==> config.mk <==
export PLATFORM = sky130hd
export DESIGN_NAME = vtu_top
export DESIGN_NICKNAME = d
export VERILOG_FILES = /design/src/rtl/vtu_pkg.sv /design/src/rtl/vtu_prescaler.sv /design/src/rtl/vtu_cap_chan.sv /design/src/rtl/vtu_subsys.sv /design/src/rtl/vtu_top.sv
export SDC_FILE = /design/constraint.sdc
export NUM_CORES = 1
export LEC_CHECK = 0
export BUFFER_PORTS_ARGS = -buffer_cell sky130_fd_sc_hd__buf_2
export CAP_MARGIN = 20
export CORE_ASPECT_RATIO = 0.8
export CORE_MARGIN = 4
export CORE_UTILIZATION = 35
export CTS_CLUSTER_DIAMETER = 80
export DETAILED_ROUTE_END_ITERATION = 12
export SLEW_MARGIN = 0
export SYNTH_ARGS = -nofsm -noshare
export SYNTH_HDL_FRONTEND = slang
export SYNTH_SLANG_ARGS = --single-unit
==> constraint.sdc <==
create_clock -name clk_i -period 2.8 [get_ports clk_i]
set_input_delay 0.28 -clock clk_i [delete_from_list [all_inputs] [get_ports clk_i]]
set_output_delay 0.28 -clock clk_i [all_outputs]
set_load 0.02 [all_outputs]
==> src/rtl/vtu_pkg.sv <==
package vtu_pkg;
  typedef enum logic [1:0] {
    MODE_DUAL8 = 2'd0,
    MODE_PWM16 = 2'd1,
    MODE_CAPT  = 2'd2,
    MODE_STOP  = 2'd3
  } tmode_e;

  localparam logic [2:0] REG_MODE = 3'd0;
  localparam logic [2:0] REG_PSC  = 3'd1;
  localparam logic [2:0] REG_PER  = 3'd2;
  localparam logic [2:0] REG_DUTY = 3'd3;
  localparam logic [2:0] REG_CAPA = 3'd4;
  localparam logic [2:0] REG_CAPB = 3'd5;
  localparam logic [2:0] REG_FLAG = 3'd6;
endpackage

==> src/rtl/vtu_prescaler.sv <==
module vtu_prescaler #(
  parameter int PS_W = 8
) (
  input  logic            clk_i,
  input  logic            rst_ni,
  input  logic            clr_i,
  input  logic [PS_W-1:0] div_i,
  output logic            tick_o
);
  localparam logic [PS_W-1:0] ONE = PS_W'(1);
  logic [PS_W-1:0] ps_q;

  // >= so a smaller divisor written mid-count cannot stall the count
  assign tick_o = ps_q >= div_i;

  always_ff @(posedge clk_i or negedge rst_ni) begin
    if (!rst_ni)               ps_q <= '0;
    else if (clr_i || tick_o)  ps_q <= '0;
    else                       ps_q <= ps_q + ONE;
  end
endmodule

==> src/rtl/vtu_cap_chan.sv <==
module vtu_cap_chan (
  input  logic clk_i,
  input  logic rst_ni,
  input  logic pin_i,
  input  logic fall_i,
  output logic edge_o
);
  logic s1_q, s2_q, prev_q;

  always_ff @(posedge clk_i or negedge rst_ni) begin
    if (!rst_ni) begin
      s1_q   <= 1'b0;
      s2_q   <= 1'b0;
      prev_q <= 1'b0;
    end else begin
      s1_q   <= pin_i;
      s2_q   <= s1_q;
      prev_q <= s2_q;
    end
  end

  assign edge_o = fall_i ? (prev_q & ~s2_q) : (s2_q & ~prev_q);
endmodule

==> src/rtl/vtu_subsys.sv <==
module vtu_subsys
  import vtu_pkg::*;
#(
  parameter int CNT_W = 16,
  parameter int PS_W  = 8
) (
  input  logic             clk_i,
  input  logic             rst_ni,
  input  logic             wr_i,
  input  logic [2:0]       reg_i,
  input  logic [CNT_W-1:0] wdata_i,
  output logic [CNT_W-1:0] rdata_o,
  input  logic [1:0]       cap_i,
  output logic [1:0]       pwm_o,
  output logic [1:0]       irq_o,
  output logic [1:0]       mode_o
);
  localparam int HW = CNT_W / 2;
  localparam logic [CNT_W-1:0] ONE  = CNT_W'(1);
  localparam logic [HW-1:0]    HONE = HW'(1);

  tmode_e                     mode_q;
  logic [1:0]                 fall_q;
  logic [PS_W-1:0]            psc_q;
  logic [CNT_W-1:0]           per_buf, duty_buf, per_act, duty_act, cnt_q;
  logic [1:0][CNT_W-1:0]      cap_q;
  logic [1:0]                 flag_q, edge_w;
  logic                       mode_wr, tick;

  assign mode_wr = wr_i && (reg_i == REG_MODE);

  vtu_prescaler #(.PS_W(PS_W)) u_psc (
    .clk_i (clk_i), .rst_ni(rst_ni), .clr_i(mode_wr), .div_i(psc_q), .tick_o(tick)
  );

  for (genvar c = 0; c < 2; c++) begin : g_cap
    vtu_cap_chan u_chan (
      .clk_i(clk_i), .rst_ni(rst_ni), .pin_i(cap_i[c]), .fall_i(fall_q[c]), .edge_o(edge_w[c])
    );
  end

  // configuration registers
  always_ff @(posedge clk_i or negedge rst_ni) begin
    if (!rst_ni) begin
      mode_q   <= MODE_DUAL8;
      fall_q   <= '0;
      psc_q    <= '0;
      per_buf  <= '0;
      duty_buf <= '0;
    end else if (wr_i) begin
      case (reg_i)
        REG_MODE: begin
          mode_q <= tmode_e'(wdata_i[1:0]);
          fall_q <= wdata_i[3:2];
        end
        REG_PSC:  psc_q    <= wdata_i[PS_W-1:0];
        REG_PER:  per_buf  <= wdata_i;
        REG_DUTY: duty_buf <= wdata_i;
        default: ;
      endcase
    end
  end

  // counters and active (shadowed) period/duty
  always_ff @(posedge clk_i or negedge rst_ni) begin
    if (!rst_ni) begin
      cnt_q    <= '0;
      per_act  <= '0;
      duty_act <= '0;
    end else if (mode_wr) begin
      cnt_q    <= '0;
      per_act  <= per_buf;
      duty_act <= duty_buf;
    end else if (tick) begin
      case (mode_q)
        MODE_DUAL8: begin
          if (cnt_q[HW-1:0] == per_act[HW-1:0]) begin
            cnt_q[HW-1:0]    <= '0;
            per_act[HW-1:0]  <= per_buf[HW-1:0];
            duty_act[HW-1:0] <= duty_buf[HW-1:0];
          end else begin
            cnt_q[HW-1:0] <= cnt_q[HW-1:0] + HONE;
          end
          if (cnt_q[CNT_W-1:HW] == per_act[CNT_W-1:HW]) begin
            cnt_q[CNT_W-1:HW]    <= '0;
            per_act[CNT_W-1:HW]  <= per_buf[CNT_W-1:HW];
            duty_act[CNT_W-1:HW] <= duty_buf[CNT_W-1:HW];
          end else begin
            cnt_q[CNT_W-1:HW] <= cnt_q[CNT_W-1:HW] + HONE;
          end
        end
        MODE_PWM16: begin
          if (cnt_q == per_act) begin
            cnt_q    <= '0;
            per_act  <= per_buf;
            duty_act <= duty_buf;
          end else begin
            cnt_q <= cnt_q + ONE;
          end
        end
        MODE_CAPT: cnt_q <= cnt_q + ONE;
        default: ;
      endcase
    end
  end

  // capture registers and sticky flags; capture wins over clear
  always_ff @(posedge clk_i or negedge rst_ni) begin
    if (!rst_ni) begin
      cap_q  <= '0;
      flag_q <= '0;
    end else begin
      for (int c = 0; c < 2; c++) begin
        if (mode_q == MODE_CAPT && edge_w[c]) begin
          cap_q[c]  <= cnt_q;
          flag_q[c] <= 1'b1;
        end else if (wr_i && reg_i == REG_FLAG && wdata_i[c]) begin
          flag_q[c] <= 1'b0;
        end
      end
    end
  end

  always_comb begin
    pwm_o = '0;
    case (mode_q)
      MODE_DUAL8: pwm_o = {cnt_q[CNT_W-1:HW] < duty_act[CNT_W-1:HW],
                           cnt_q[HW-1:0]     < duty_act[HW-1:0]};
      MODE_PWM16: pwm_o[0] = cnt_q < duty_act;
      default: ;
    endcase
  end

  always_comb begin
    rdata_o = '0;
    case (reg_i)
      REG_MODE: begin
        rdata_o[1:0] = mode_q;
        rdata_o[3:2] = fall_q;
      end
      REG_PSC:  rdata_o[PS_W-1:0] = psc_q;
      REG_PER:  rdata_o = per_buf;
      REG_DUTY: rdata_o = duty_buf;
      REG_CAPA: rdata_o = cap_q[0];
      REG_CAPB: rdata_o = cap_q[1];
      REG_FLAG: rdata_o[1:0] = flag_q;
      default: ;
    endcase
  end

  assign irq_o  = flag_q;
  assign mode_o = mode_q;
endmodule

==> src/rtl/vtu_top.sv <==
module vtu_top #(
  parameter int N_SUB  = 4,
  parameter int CNT_W  = 16,
  parameter int PS_W   = 8,
  localparam int SEL_W  = (N_SUB > 1) ? $clog2(N_SUB) : 1,
  localparam int ADDR_W = SEL_W + 3
) (
  input  logic               clk_i,
  input  logic               rst_ni,
  input  logic               wr_en_i,
  input  logic [ADDR_W-1:0]  addr_i,
  input  logic [CNT_W-1:0]   wdata_i,
  output logic [CNT_W-1:0]   rdata_o,
  input  logic [2*N_SUB-1:0] cap_i,
  output logic [2*N_SUB-1:0] pwm_o,
  output logic [2*N_SUB-1:0] cap_irq_o
);
  logic [SEL_W-1:0]          sel;
  logic [CNT_W-1:0]          sub_rd [N_SUB];
  logic [N_SUB-1:0][1:0]     mode_w;

  assign sel = addr_i[ADDR_W-1:3];

  for (genvar s = 0; s < N_SUB; s++) begin : g_sub
    vtu_subsys #(.CNT_W(CNT_W), .PS_W(PS_W)) u_sub (
      .clk_i  (clk_i),
      .rst_ni (rst_ni),
      .wr_i   (wr_en_i && (sel == SEL_W'(s))),
      .reg_i  (addr_i[2:0]),
      .wdata_i(wdata_i),
      .rdata_o(sub_rd[s]),
      .cap_i  (cap_i[2*s +: 2]),
      .pwm_o  (pwm_o[2*s +: 2]),
      .irq_o  (cap_irq_o[2*s +: 2]),
      .mode_o (mode_w[s])
    );
  end

  assign rdata_o = sub_rd[sel];
endmodule

==> impl_metrics.ini <==
[outcome]
status = finished clean

[min_path]
hold_class = in -> reg
min_path_cells = 3

[setup_path]
crit_required_ps = 2520
path_max_fanout = 3
crit_path_end_kind = output port
crit_type = reg -> out
cp-start-kind = flip-flop
r2r_cells = 8
critPathArrivalTime_ps = 2460

[floorplan]
initial_core_util = 0.355
rows = 93
fp.coreArea_mm2 = 0.0810
die_h_um = 264
fp.dieW_um = 329
dieArea_mm2 = 0.0869
pin_count = 64

[global_route]
antenna_found_initial = 10
overflow = 0
first_global_vias = 21300
grt_pass1_wl_mm = 132
grt_max_degree = 91
grt_util_all_layers = 0.195

[finish]
area_delta_synth_final_pct = 16.2
finalNetCount = 2836
final_cells = 3824
final_layout_size_suffix_gt1_frac = 0.266
fin_util = 0.413

[clock_tree]
path_clk_slew_ps = 70
worstSkewPairLatency_ps = 640
clockBufferDepth = 3
cts_made_buffers = 56
root_buffer = clkbuf_16
cts_tree = yes
clock_sinks = 560
ctsHtreeMaxLevel = 2

[drt]
drt_pass1_iterations = 6
viasPerCell = 5.49
drc = 0
wire_per_inst_um = 22.4
postRouteAntennaNets = 0
vias = 21000
detail_route.wirelength_mm = 85.8
drt-initial-drc-count = 1872

[yosys]
ys.flop_type = dfrtp_1
syn_inst = 2527
synth.most_common_cell = dfrtp_1
yosys_warnings = 0
synth_common_cells = dfrtp_1 (560), mux2_2 (315), o21ai_0 (164)
syn-cell-area_mm2 = 0.0288
avgSynthCellArea_um2 = 11.4
synth-seq-area-share = 0.487
synthArstFlopShare = 1.00
synth_edf_count = 0
ys_types = 76
ys_ff_latch = 560
yosysTopAreaCell = dfrtp_1
netlist.area_leader.share = 0.487
synth_fp_nets = 2679
ys_top_cells_by_area = dfrtp_1 (49%), mux2_2 (12%), ha_1 (5.2%)

[timing]
fin_hold_ws_ps = 98.6
slew_viol_final = 0
finalCriticalPeriod_ps = 2740
finalCritPeriodShare = 0.978
fin_ws_ps = 62.6
max_clock_freq_mhz = 365
skew_ps = 28.2
rsz0062_at_grt = true
finalHoldViolations = 0
worstMarginPinSlew_ps = 773
setup_viol = 0
maxSlewHeadroom = 0.485

[pwr]
power_w = 0.0275
ir_drop_v = 0.000450
power.density_mw_per_mm2 = 821
leakage_nw = 15.8

[place]
port-buffer-count = 63
place_congestion = 0.919
dp.cells = 3699
post-place-ws_ps = -69.7
post-dp-hpwl_mm = 63.4

[job]
maxCapViolations = 0
==> metal layers <==
metal  up-vias  track usage  share of wire
li1       9406            -              -
met1     10800        0.293           0.47
met2       659        0.291           0.43
met3       121       0.0386          0.072
met4         4       0.0458          0.025
met5         -            0        0.00024
==> through the flow <==
stage / instance area, µm² / setup TNS [ps]
after floorplan: 28800 / 0
after global routing: 33400 / -66.6
final: 33400 / 0
after global placement: 31100 / -10.7
after detailed placement: 31100 / -69.7
after CTS: 33200 / -92.2
==> cell type report <==
type                            instances  area [µm²]
Antenna cell                            5        12.5
Fill cell                            7634       47600
Clock inverter                         22         245
Timing Repair Buffer                  224        1820
Tap cell                             1092        1370
Clock buffer                           79        1620
Multi-Input combinational cell       1712       13800
Sequential cell                       560       14000
Inverter                              130         488
==> cells in the final DEF, fill, tap and decap left out, types with 70 or more instances in the layout <==
| cell type | count |
|---|---|
| nor2_1 | 119 |
| o21ai_0 | 157 |
| xor2_1 | 83 |
| nand2_1 | 157 |
| dfrtp_1 | 544 |
| inv_1 | 129 |
| buf_4 | 134 |
| ha_1 | 117 |
| mux2_1 | 70 |
| mux2_2 | 315 |
| mux2i_1 | 91 |
==> kinds of logic after synthesis <==
logic type / count (synthesis) / synth area share
and+or+nand+nor: 514 / 0.0891
buffers and inverters: 255 / 0.0380
DFF: 560 / 0.487
AOI/OAI and AO/OA: 509 / 0.121
muxes: 480 / 0.186
adders and majority gates: 120 / 0.0522
xor gates and xnor gates: 89 / 0.0271
==> critical path, cell delays in order (launching register included) <==
cell and delay [ps]:
dfrtp_1 400, mux2i_1 210, o21ai_0 110, a221o_1 330
mux4_2 570, buf_2 210
==> state kept, by name, summed over array words and instances, names as in the netlist <==
signal                           count
g_sub.u_sub.per_buf                 64
g_sub.u_sub.g_cap.u_chan.s1_q        8
g_sub.u_sub.g_cap.u_chan.s2_q        8
g_sub.u_sub.psc_q                   32
g_sub.u_sub.g_cap.u_chan.prev_q      8
g_sub.u_sub.u_psc.ps_q              32
g_sub.u_sub.duty_buf                64
g_sub.u_sub.mode_o                   8
g_sub.u_sub.per_act                 64
g_sub.u_sub.duty_act                64
g_sub.u_sub.irq_o                    8
g_sub.u_sub.cap_q                  128
g_sub.u_sub.cnt_q                   64
g_sub.u_sub.fall_q                   8
==> worst paths after layout <==
path,startpoint,end,slack [ps]
setup / recovery,g_sub[2].u_sub.duty_buf[5],rdata_o[5],60
hold / removal,wdata_i[5],g_sub[3].u_sub.psc_q[5],100
max in group asynchronous,rst_ni,g_sub[1].u_sub.cnt_q[13],1590
min in group asynchronous,rst_ni,g_sub[0].u_sub.duty_act[13],210
hold reg to reg,g_sub[1].u_sub.g_cap[0].u_chan.s1_q,g_sub[1].u_sub.g_cap[0].u_chan.s2_q,350
setup reg to reg,g_sub[3].u_sub.u_psc.ps_q[2],g_sub[3].u_sub.per_act[6],170
==> repair_timing <==
action,4_1_cts,5_1_grt
pin swaps,2,11
endpoints found under the setup margin,9,66
hold buffers,9,0
buffers inserted,4,6
resized for setup,26,35
endpoints found under the hold margin,53,0
==> where the power goes <==
part           internal (W)  switching [W]
registers           0.00981        0.00160
logic               0.00360        0.00471
clock network       0.00439        0.00334
total                0.0178        0.00965
No activity file was read; power rests on OpenSTA's default activity.
